$ cat src/rtl/sb_pkg.sv
package sb_pkg;
  localparam int OP_W    = 3;
  localparam int N_OPS   = 7;
  localparam int N_SLOTS = 2 ** OP_W;
  localparam int MAX_LAT = 112;
  localparam int TMR_W   = $clog2(MAX_LAT);

  typedef logic [OP_W-1:0]  op_t;
  typedef logic [TMR_W-1:0] tmr_t;

  localparam op_t OP_ADD  = 3'd0;
  localparam op_t OP_MUL  = 3'd1;
  localparam op_t OP_DIV  = 3'd2;
  localparam op_t OP_SQRT = 3'd3;
  localparam op_t OP_NEG  = 3'd4;
  localparam op_t OP_ABS  = 3'd5;
  localparam op_t OP_CMP  = 3'd6;

  // timer preload = latency - 1
  function automatic tmr_t lat_m1(op_t op);
    case (op)
      OP_ADD:  return TMR_W'(3);
      OP_MUL:  return TMR_W'(7);
      OP_DIV:  return TMR_W'(35);
      OP_SQRT: return TMR_W'(111);
      OP_NEG:  return TMR_W'(1);
      OP_ABS:  return TMR_W'(1);
      OP_CMP:  return TMR_W'(2);
      default: return '0;
    endcase
  endfunction

  // unit preload = initiation interval - 1
  function automatic tmr_t ii_m1(op_t op);
    case (op)
      OP_ADD:  return TMR_W'(2);
      OP_MUL:  return TMR_W'(3);
      OP_DIV:  return TMR_W'(34);
      OP_SQRT: return TMR_W'(110);
      OP_NEG:  return TMR_W'(0);
      OP_ABS:  return TMR_W'(0);
      OP_CMP:  return TMR_W'(1);
      default: return '0;
    endcase
  endfunction

  function automatic logic op_known(op_t op);
    return int'(op) < N_OPS;
  endfunction

  function automatic logic op_writes(op_t op);
    return op_known(op) && op != OP_CMP;
  endfunction
endpackage

$ cat src/rtl/sb_reg_table.sv
module sb_reg_table
  import sb_pkg::*;
#(
  parameter int NUM_REGS = 32,
  parameter int REG_W    = $clog2(NUM_REGS)
) (
  input  logic                clk_i,
  input  logic                rst_ni,
  input  logic                set_i,
  input  logic [REG_W-1:0]    set_idx_i,
  input  tmr_t                set_cnt_i,
  output logic [NUM_REGS-1:0] pending_o
);

  for (genvar g = 0; g < NUM_REGS; g++) begin : g_reg
    tmr_t tmr_q;
    logic hit;
    assign hit = set_i && (set_idx_i == REG_W'(g));

    always_ff @(posedge clk_i or negedge rst_ni) begin
      if (!rst_ni)            tmr_q <= '0;
      else if (hit)           tmr_q <= set_cnt_i;
      else if (tmr_q != '0)   tmr_q <= tmr_q - 1'b1;
    end

    assign pending_o[g] = (tmr_q != '0);

    assert_rise_needs_issue_R4: assert property (@(posedge clk_i) disable iff (!rst_ni)
      $rose(pending_o[g]) |-> ($past(set_i) && $past(set_idx_i) == REG_W'(g)));
  end

  assert_issue_reserves_R4: assert property (@(posedge clk_i) disable iff (!rst_ni)
    (set_i && set_cnt_i != '0) |=> pending_o[$past(set_idx_i)]);

endmodule

$ cat src/rtl/sb_unit_tracker.sv
module sb_unit_tracker
  import sb_pkg::*;
(
  input  logic               clk_i,
  input  logic               rst_ni,
  input  logic               start_i,
  input  op_t                start_op_i,
  output logic [N_SLOTS-1:0] busy_o
);

  for (genvar u = 0; u < N_SLOTS; u++) begin : g_unit
    if (u < N_OPS) begin : g_live
      tmr_t cnt_q;
      always_ff @(posedge clk_i or negedge rst_ni) begin
        if (!rst_ni)                                   cnt_q <= '0;
        else if (start_i && start_op_i == OP_W'(u))    cnt_q <= ii_m1(start_op_i);
        else if (cnt_q != '0)                          cnt_q <= cnt_q - 1'b1;
      end
      assign busy_o[u] = (cnt_q != '0);
    end else begin : g_none
      assign busy_o[u] = 1'b0;
    end
  end

  assert_ii_hold_R5: assert property (@(posedge clk_i) disable iff (!rst_ni)
    (start_i && ii_m1(start_op_i) != '0) |=> busy_o[$past(start_op_i)]);

endmodule

$ cat src/rtl/sb_hazard_check.sv
module sb_hazard_check
  import sb_pkg::*;
#(
  parameter int NUM_REGS = 32,
  parameter int REG_W    = $clog2(NUM_REGS)
) (
  input  logic                req_valid_i,
  input  op_t                 req_op_i,
  input  logic [REG_W-1:0]    req_src_a_i,
  input  logic [REG_W-1:0]    req_src_b_i,
  input  logic [REG_W-1:0]    req_dst_i,
  input  logic [NUM_REGS-1:0] pending_i,
  input  logic [N_SLOTS-1:0]  unit_busy_i,
  output logic                issue_o,
  output logic                stall_o
);

  logic raw, waw, unit_hit, bad_op, hazard;

  always_comb begin
    raw      = pending_i[req_src_a_i] | pending_i[req_src_b_i];
    waw      = op_writes(req_op_i) & pending_i[req_dst_i];
    unit_hit = unit_busy_i[req_op_i];
    bad_op   = !op_known(req_op_i);
    hazard   = raw | waw | unit_hit | bad_op;
    issue_o  = req_valid_i & ~hazard;
    stall_o  = req_valid_i & hazard;
  end

endmodule

$ cat src/rtl/reg_scoreboard.sv
module reg_scoreboard
  import sb_pkg::*;
#(
  parameter int NUM_REGS = 32,
  parameter int REG_W    = $clog2(NUM_REGS)
) (
  input  logic                clk_i,
  input  logic                rst_ni,
  input  logic                req_valid_i,
  input  logic [OP_W-1:0]     req_op_i,
  input  logic [REG_W-1:0]    req_src_a_i,
  input  logic [REG_W-1:0]    req_src_b_i,
  input  logic [REG_W-1:0]    req_dst_i,
  output logic                issue_o,
  output logic                stall_o,
  output logic [NUM_REGS-1:0] pending_o
);

  logic [N_SLOTS-1:0] unit_busy;
  logic               reserve;

  assign reserve = issue_o && op_writes(req_op_i);

  sb_hazard_check #(.NUM_REGS(NUM_REGS), .REG_W(REG_W)) i_check (
    .req_valid_i (req_valid_i),
    .req_op_i    (req_op_i),
    .req_src_a_i (req_src_a_i),
    .req_src_b_i (req_src_b_i),
    .req_dst_i   (req_dst_i),
    .pending_i   (pending_o),
    .unit_busy_i (unit_busy),
    .issue_o     (issue_o),
    .stall_o     (stall_o)
  );

  sb_reg_table #(.NUM_REGS(NUM_REGS), .REG_W(REG_W)) i_regs (
    .clk_i     (clk_i),
    .rst_ni    (rst_ni),
    .set_i     (reserve),
    .set_idx_i (req_dst_i),
    .set_cnt_i (lat_m1(req_op_i)),
    .pending_o (pending_o)
  );

  sb_unit_tracker i_units (
    .clk_i      (clk_i),
    .rst_ni     (rst_ni),
    .start_i    (issue_o),
    .start_op_i (req_op_i),
    .busy_o     (unit_busy)
  );

  assert_no_raw_R1: assert property (@(posedge clk_i) disable iff (!rst_ni)
    issue_o |-> (!pending_o[req_src_a_i] && !pending_o[req_src_b_i]));

  assert_no_waw_R2: assert property (@(posedge clk_i) disable iff (!rst_ni)
    (issue_o && req_op_i != OP_CMP) |-> !pending_o[req_dst_i]);

  assert_stall_no_reserve_R6: assert property (@(posedge clk_i) disable iff (!rst_ni)
    !issue_o |=> ((pending_o & ~$past(pending_o)) == '0));

  assert_cmp_no_reserve_R7: assert property (@(posedge clk_i) disable iff (!rst_ni)
    (issue_o && req_op_i == OP_CMP && !pending_o[req_dst_i]) |=> !pending_o[$past(req_dst_i)]);

  assert_reserved_stalls_R8: assert property (@(posedge clk_i) disable iff (!rst_ni)
    (req_valid_i && req_op_i == 3'd7) |-> (stall_o && !issue_o));

endmodule

$ cat config.mk
export PLATFORM = sky130hd
export DESIGN_NAME = reg_scoreboard
export DESIGN_NICKNAME = d
export VERILOG_FILES = /design/src/rtl/sb_pkg.sv /design/src/rtl/sb_reg_table.sv /design/src/rtl/sb_unit_tracker.sv /design/src/rtl/sb_hazard_check.sv /design/src/rtl/reg_scoreboard.sv
export SDC_FILE = /design/constraint.sdc
export NUM_CORES = 1
export LEC_CHECK = 0
export ABC_AREA = 1
export BUFFER_PORTS_ARGS = -buffer_cell sky130_fd_sc_hd__buf_2
export CORE_MARGIN = 4
export CORE_UTILIZATION = 45
export DETAILED_ROUTE_END_ITERATION = 10
export SYNTH_ARGS = -nofsm -noshare
export SYNTH_HDL_FRONTEND = slang
export SYNTH_HIERARCHICAL = 1
export SYNTH_SLANG_ARGS = --single-unit
$ cat constraint.sdc
create_clock -name clk_i -period 6.15 [get_ports clk_i]
set_clock_uncertainty 0.1 [all_clocks]
set_input_delay 0.615 -clock clk_i [delete_from_list [all_inputs] [get_ports clk_i]]
set_output_delay 0.615 -clock clk_i [all_outputs]
set_load 0.05 [all_outputs]
# Yosys cells after proc, flatten, opt, wreduce, memory -nomap -nowiden
# Index checks and enable logic that the tools add are counted.
[totals]
reg_bits = 273
inputBits = 21
output_inout_bits = 34
word_cells = 340
[op_classes]
add_sub_neg = 39
n_lt_le_gt_ge = 5
n_eq_ne = 38
mux = 88
bitwise = 8
reduce_logical = 123
[ops]
columns = ["cell", "n"]
rows = [
  ["$mux 7", 78],
  ["$reduce_bool 7->1", 39],
  ["$sub 7x1->7 const B", 39],
  ["$eq 5x5->1 const B", 16],
  ["$reduce_bool 2->1", 39],
  ["$pmux 7 s6", 1],
  ["$logic_and 1x1->1", 41],
  ["$eq 5x4->1 const B", 8],
  ["$pmux 7 s5", 1],
  ["$eq 5x3->1 const B", 4],
  ["$lt 5x6->1 const B", 3],
  ["$bmux 1 s5", 3],
  ["$eq 5x2->1 const B", 2],
  ["$eq 3x3->1 const B", 3],
  ["$eq 3x2->1 const B", 2],
  ["$eq 5x1->1 const B", 1],
  ["$logic_not 5->1", 1],
  ["$lt 3x4->1 const B", 1],
  ["$mux 1", 4],
  ["$or 1x1->1", 4],
  ["$and 1x1->1", 3],
  ["$bmux 1 s3", 1],
  ["$eq 3x1->1 const B", 1],
  ["$logic_not 3->1", 1],
  ["5 further kinds", 5],
]

# Depth between registers and ports, before layout
[logic_depth]
depth_word = 12
depth_mapped = 27
mapped_depth_nobuf = 26

# Cells and area by module
# The synthesis kept the hierarchy.
[by_module_without_submodules]
columns = ["module", "n_inst", "cells_each", "area_each_um2", "seq_area_each_um2"]
rows = [
  ["sb_reg_table", 1, 2105, 14447.6, 5605.4],
  ["sb_unit_tracker", 1, 378, 2808.9, 1226.2],
  ["sb_hazard_check", 1, 271, 1307.5, 0.0],
  ["reg_scoreboard", 1, 12, 48.8, 0.0],
]

# Worst setup path after synthesis
# OpenSTA, ideal clock, no wires.
[synth_path]
kind = "register -> register"
start = "register i_regs.g_reg[6].tmr_q[0]"
end = "register i_regs.g_reg[0].tmr_q[2]"
setup_ps = 136
arrival_ps = 4063
required_ps = 5914
path_slack_ps = 1851
stages_incl_launch_ff = 21
path_buffers = 1
synth_period_minus_slack_ps = 4299
cell_sequence = "dfrtp_1 -> inv_1 -> ha_1 -> nand4_1 -> o211ai_1 -> nand3_1 -> nand2_1 -> nand2_1 -> nand3_2 -> nand3_2 -> nor3_2 -> inv_1 -> a21oi_1 -> inv_1 -> nor2_4 -> inv_1 -> buf_2 -> nor2_1 -> nor2_1 -> nand2_1 -> o21ai_0"
[synth_between]
elab_chain_cells = 12
elab_cells_between_ends = 18
cone_classes = "mux: 7; bitwise: 7; reduce/logical: 4"
[synth_rtl]
columns = ["element", "line", "rtl"]
rows = [
  ["from (decl)", "sb_reg_table.sv:16", "tmr_t tmr_q;"],
  ["from (signal assigned)", "sb_reg_table.sv:22", "else if (hit) tmr_q <= set_cnt_i;"],
  ["from (signal assigned)", "sb_reg_table.sv:23", "else if (tmr_q != '0) tmr_q <= tmr_q - 1'b1;"],
  ["$reduce_bool 7->1 (*)", "sb_reg_table.sv:26", "assign pending_o[g] = (tmr_q != '0);"],
  ["via pending_o[6]", "reg_scoreboard.sv:16", "output logic [NUM_REGS-1:0] pending_o"],
  ["$bmux 1 s5, on equally long branches", "sb_hazard_check.sv:21, sb_hazard_check.sv:22", ""],
  ["$mux 1, on equally long branches", "sb_hazard_check.sv:21, sb_hazard_check.sv:22", ""],
  ["$or 1x1->1 or $and 1x1->1 (tied branches)", "sb_hazard_check.sv:21, sb_hazard_check.sv:22", ""],
  ["$or 1x1->1 (*) (3 in series)", "sb_hazard_check.sv:25", "hazard = raw | waw | unit_hit | bad_op;"],
  ["$not 1->1 (*)", "sb_hazard_check.sv:26", "issue_o = req_valid_i & ~hazard;"],
  ["$and 1x1->1 (*)", "sb_hazard_check.sv:26", ""],
  ["via issue_o", "reg_scoreboard.sv:14", "output logic issue_o,"],
  ["$logic_and 1x1->1 (*)", "reg_scoreboard.sv:22", "assign reserve = issue_o && op_writes(req_op_i);"],
  ["via reserve", "reg_scoreboard.sv:20", "logic reserve;"],
  ["$logic_and 1x1->1 (*)", "sb_reg_table.sv:18", "assign hit = set_i && (set_idx_i == REG_W'(g));"],
  ["$mux 7 or $reduce_bool 2->1 (tied branches)", "-", ""],
  ["to (signal assigned)", "sb_reg_table.sv:22", ""],
  ["to (signal assigned)", "sb_reg_table.sv:23", ""],
  ["to (decl)", "sb_reg_table.sv:16", ""],
]
# The timed path passes the listed nets; every way through them passes the cells marked *. The select of a mux whose other input is x is not followed.
# A chain may end at the register's enable or synchronous reset.

# Worst setup path in the final report
[layout_path]
start = "register i_regs.g_reg[25].tmr_q[3]"
end = "register i_regs.g_reg[31].tmr_q[1]"
[layout_between]
elab_chain_cells = 12
elab_cells_between_ends = 18
cone_classes = "mux: 7; bitwise: 7; reduce/logical: 4"
[layout_rtl]
columns = ["element", "line"]
rows = [
  ["from (decl)", "sb_reg_table.sv:16"],
  ["from (signal assigned)", "sb_reg_table.sv:22"],
  ["from (signal assigned)", "sb_reg_table.sv:23"],
  ["$reduce_bool 7->1 (*)", "sb_reg_table.sv:26"],
  ["$bmux 1 s5, on equally long branches", "sb_hazard_check.sv:21, sb_hazard_check.sv:22"],
  ["$mux 1, on equally long branches", "sb_hazard_check.sv:21, sb_hazard_check.sv:22"],
  ["$or 1x1->1 or $and 1x1->1 (tied branches)", "sb_hazard_check.sv:21, sb_hazard_check.sv:22"],
  ["$or 1x1->1 (*) (3 in series)", "sb_hazard_check.sv:25"],
  ["$not 1->1 (*)", "sb_hazard_check.sv:26"],
  ["$and 1x1->1 (*)", "sb_hazard_check.sv:26"],
  ["$logic_and 1x1->1 (*)", "reg_scoreboard.sv:22"],
  ["via reserve", "reg_scoreboard.sv:20"],
  ["$logic_and 1x1->1 (*)", "sb_reg_table.sv:18"],
  ["$mux 7 or $reduce_bool 2->1 (tied branches)", "-"],
  ["to (signal assigned)", "sb_reg_table.sv:22"],
  ["to (signal assigned)", "sb_reg_table.sv:23"],
  ["to (decl)", "sb_reg_table.sv:16"],
]
# Marks and branches as above.

==> flow_summary.rst <==
.. list-table::
   :header-rows: 1

   * - Metric
     - Value
   * - Run status
     - finished, final reports clean
   * - Total of buffers placed on input and output ports
     - 54
   * - R2r startpoint
     - i_regs/g_reg[25].tmr_q[3]
   * - Tot GR Track Use
     - 0.234
   * - Worst max-slew margin expressed relative to the limit
     - 0.333
   * - Final Hold Vio Count
     - 0
   * - Vias/cell
     - 5.20
   * - Post-CTS clock slew at the launch and capture registers of the worst setup and hold paths
     - 0.05 ns
   * - Leak pwr
     - 0.0107 µW
   * - Number of clock sinks
     - 273
   * - Mean post-synth cell area
     - 6.73 µm²
   * - Aggregate global routing overflow
     - 0
   * - Total of warnings raised by yosys
     - 6
   * - Wirelength, routed
     - 52,300 µm
   * - Placer's final routability congestion estimate
     - 0.933
   * - Initial antenna violation count
     - 7
   * - Cell with the largest stage delay on the worst path
     - sky130_fd_sc_hd__inv_1
   * - Met2 usage
     - 0.381
   * - Setup repair after global routing missed its margin
     - false
   * - Max Clk Rate
     - 0.215 GHz
   * - Remaining DRCs
     - 0
   * - Post-CTS setup buffers
     - 0
   * - Avg WL per Cell
     - 15.4 µm
   * - Most used cell, CP
     - sky130_fd_sc_hd__nand2_1
   * - Kind of critical path
     - register to register
   * - Data arrival time of the critical path
     - 4.97 ns
   * - Class of the tightest hold or removal check
     - register to register
   * - H-tree depth reported by CTS
     - 2
   * - HPWL reported at the end of detailed placement
     - 36,600 µm
   * - Crit path largest cell delay
     - 0.74 ns
   * - CP Data Required Time
     - about 6.5 ns
   * - Starting density of the core
     - 0.456
   * - Sequential cell area in the final layout
     - between 6000 and 7000 µm²
   * - Final design instance area without fill
     - 20,500 µm²
   * - Combined buffer and inverter count along the critical path
     - 6
   * - Via count of the first global-routing pass
     - between 15,000 and 20,000
   * - Final #Nets
     - 2,924
   * - Maximum buffer depth of the clock tree
     - 3
   * - Total setup violations reported at the end of the flow
     - 0
   * - First-pass GRT wire length
     - 85,100 µm
   * - Crit start category
     - register
   * - Met3 track utilization from global routing
     - 0.0372
   * - Max-cap violations
     - 0
   * - Core box area
     - 40,800 µm²
   * - Final critical-path share of the clock period
     - 0.758
   * - Cell at the root of the clock tree
     - sky130_fd_sc_hd__clkbuf_16
   * - Total vias in the final route
     - 17,605
   * - Startpoint of the worst setup timing path
     - i_regs/g_reg[25].tmr_q[3]
   * - Share of post-route cells with drive strength above 1
     - 0.0688
   * - Y dimension of the die
     - 211 µm
   * - Syn Inst Count
     - 2,764
   * - Element type at the critical path end
     - register
   * - Inserted Clock Buffers
     - 35
   * - Startpoint of the lowest-slack hold path
     - i_units/g_unit[2].g_live.cnt_q[0]
   * - Die ar.
     - roughly 45,000 µm²
   * - IO Pins
     - 55
   * - Top delay family on crit path
     - simple AND/OR/NAND/NOR gates
   * - Max rail drop VDD
     - between 0.0003 and 0.0004 V
   * - Max-slew violations
     - 0
   * - Summed instance area of the synthesized netlist
     - 18,600 µm²
   * - Placement row count
     - 74
   * - Largest net degree at the start of global routing
     - 151
   * - Violation count after the first detailed-routing iteration
     - 1,472
   * - Period minus WS final
     - 4.66 ns
   * - Tightest Pin Transition
     - between 0.9 and 1 ns
   * - Global routing usage on met1
     - 0.317
   * - Area used by multi-input combinational logic
     - a little over 10,000 µm²
   * - Die Span X
     - 211 µm
   * - Sequence of cells on the critical path
     - nor2_1, nand4_1, inv_1, nand2_1, nand3_1, nand2_1, nand2_1, nand3_1, nand3_1, nand2_1, inv_2, nand2_2, nor3_2, inv_1, a21oi_1, nand2_1, buf_4, inv_1, nand2_1, inv_1, nor2_1, nand2_1, nand3_1
   * - Area added between synthesis and finish
     - 10.4%
   * - Setup TNS
     - 0 ns
   * - Hold WS
     - 0.371 ns
   * - Areal power density over the cells
     - 467 nW/µm²
   * - CTS tree
     - built
   * - Worst-skew pair later-pin latency
     - 0.54 ns
   * - Largest fanout of any net on the critical path
     - 23
   * - Most used routing layer
     - met2
   * - Number of filler instances in the final layout
     - 4,055
   * - Router iterations before antenna repair
     - 5
   * - Cell area reported after detailed placement
     - 19,400 µm²
   * - Antenna Violating Nets Remaining
     - 0
[report_power, final]
group | internal, µW | switching (µW) | leakage [µW] | total, µW
Clock | 1230 | 781 | 0.000538 | 2010
Sequential | 2730 | 719 | 0.00324 | 3450
Combinational | 1590 | 2540 | 0.00692 | 4140
Total | 5550 | 4040 | 0.0107 | 9600
[flip-flops by register name, indices dropped and copies added (netlist names)]
signal,cells
i_regs/g.tmr_q,224
i_units/g_unit.g_live.cnt_q,49
[metrics by stage]
stage / util / total power (µW) / setup slack [ns] / std cells
2_1_floorplan: - / 6670 / 1.85 / 2768
3_3_place_gp: 0.476 / 7450 / 1.80 / 3322
3_5_place_dp: 0.476 / 7570 / 1.70 / 3322
4_1_cts: 0.503 / 9650 / 1.68 / 3381
5_1_grt: 0.503 / 10600 / 1.14 / 3383
6_report: 0.503 / 9600 / 1.49 / 3383
[per-layer routing]
layer,share of wire,up-vias,wire (µm)
met3,0.054,116,2850
met4,0.032,10,1660
met5,0.0012,-,63
li1,-,8893,-
met2,0.46,406,23800
met1,0.46,8180,23900
[final cells by class]
class,count,share of cell area
Clock inverter,6,0.00402
Timing Repair Buffer,66,0.0188
Sequential cell,273,0.333
Multi-Input combinational cell,2104,0.498
Antenna cell,2,0.000244
Tap cell,532,0.0324
Inverter,348,0.0641
Clock buffer,52,0.0498
[path summary, 6_finish.rpt]
kind	end	slack, ns	depth (start not counted)
max	i_regs/g_reg[31].tmr_q[1]	1.49	23
min	i_units/g_unit[2].g_live.cnt_q[0]	0.37	2
max reg2reg	i_regs/g_reg[31].tmr_q[1]	1.49	23
min reg2reg	i_units/g_unit[2].g_live.cnt_q[0]	0.37	2
max in group asynchronous	i_regs/g_reg[1].tmr_q[5]	4.16	3
min in group asynchronous	i_units/g_unit[5].g_live.cnt_q[5]	0.52	2
[cells in the final DEF (no fill, tap or decap), types with 2 or more instances in the layout]
master,instances
sky130_fd_sc_hd__nand2_1,982
sky130_fd_sc_hd__nand3_1,337
sky130_fd_sc_hd__inv_1,329
sky130_fd_sc_hd__nor2_1,285
sky130_fd_sc_hd__dfrtp_1,273
sky130_fd_sc_hd__nand4_1,86
sky130_fd_sc_hd__o21ai_0,77
sky130_fd_sc_hd__ha_1,75
sky130_fd_sc_hd__buf_2,53
sky130_fd_sc_hd__xor2_1,50
sky130_fd_sc_hd__a21oi_1,45
sky130_fd_sc_hd__clkbuf_16,37
sky130_fd_sc_hd__xnor2_1,35
sky130_fd_sc_hd__nor2_2,26
sky130_fd_sc_hd__nand3b_1,22
sky130_fd_sc_hd__inv_2,17
sky130_fd_sc_hd__nand2_2,14
sky130_fd_sc_hd__clkbuf_1,11
sky130_fd_sc_hd__o21bai_1,11
sky130_fd_sc_hd__buf_4,10
sky130_fd_sc_hd__o211ai_1,9
sky130_fd_sc_hd__nand3_2,8
sky130_fd_sc_hd__nor2_4,7
sky130_fd_sc_hd__nor3_1,7
sky130_fd_sc_hd__o22ai_1,7
sky130_fd_sc_hd__conb_1,5
sky130_fd_sc_hd__or2_2,5
sky130_fd_sc_hd__clkbuf_8,4
sky130_fd_sc_hd__clkinv_2,3
sky130_fd_sc_hd__o21ai_1,3
sky130_fd_sc_hd__diode_2,2
sky130_fd_sc_hd__bufinv_16,2
sky130_fd_sc_hd__a21o_1,2
sky130_fd_sc_hd__nor3_2,2
[worst min-delay path, stage by stage (launching register included)]
cell and delay, ns:
sky130_fd_sc_hd__dfrtp_1 0.33, sky130_fd_sc_hd__nand2_1 0.05, sky130_fd_sc_hd__nand2_1 0.05
[timing repair]
action                                 in CTS  in global routing
endpoints found under the hold margin      69                  0
resized for setup                           0                  0
hold buffers                                1                  0
Note: power is estimated with default switching activity, not from simulation.
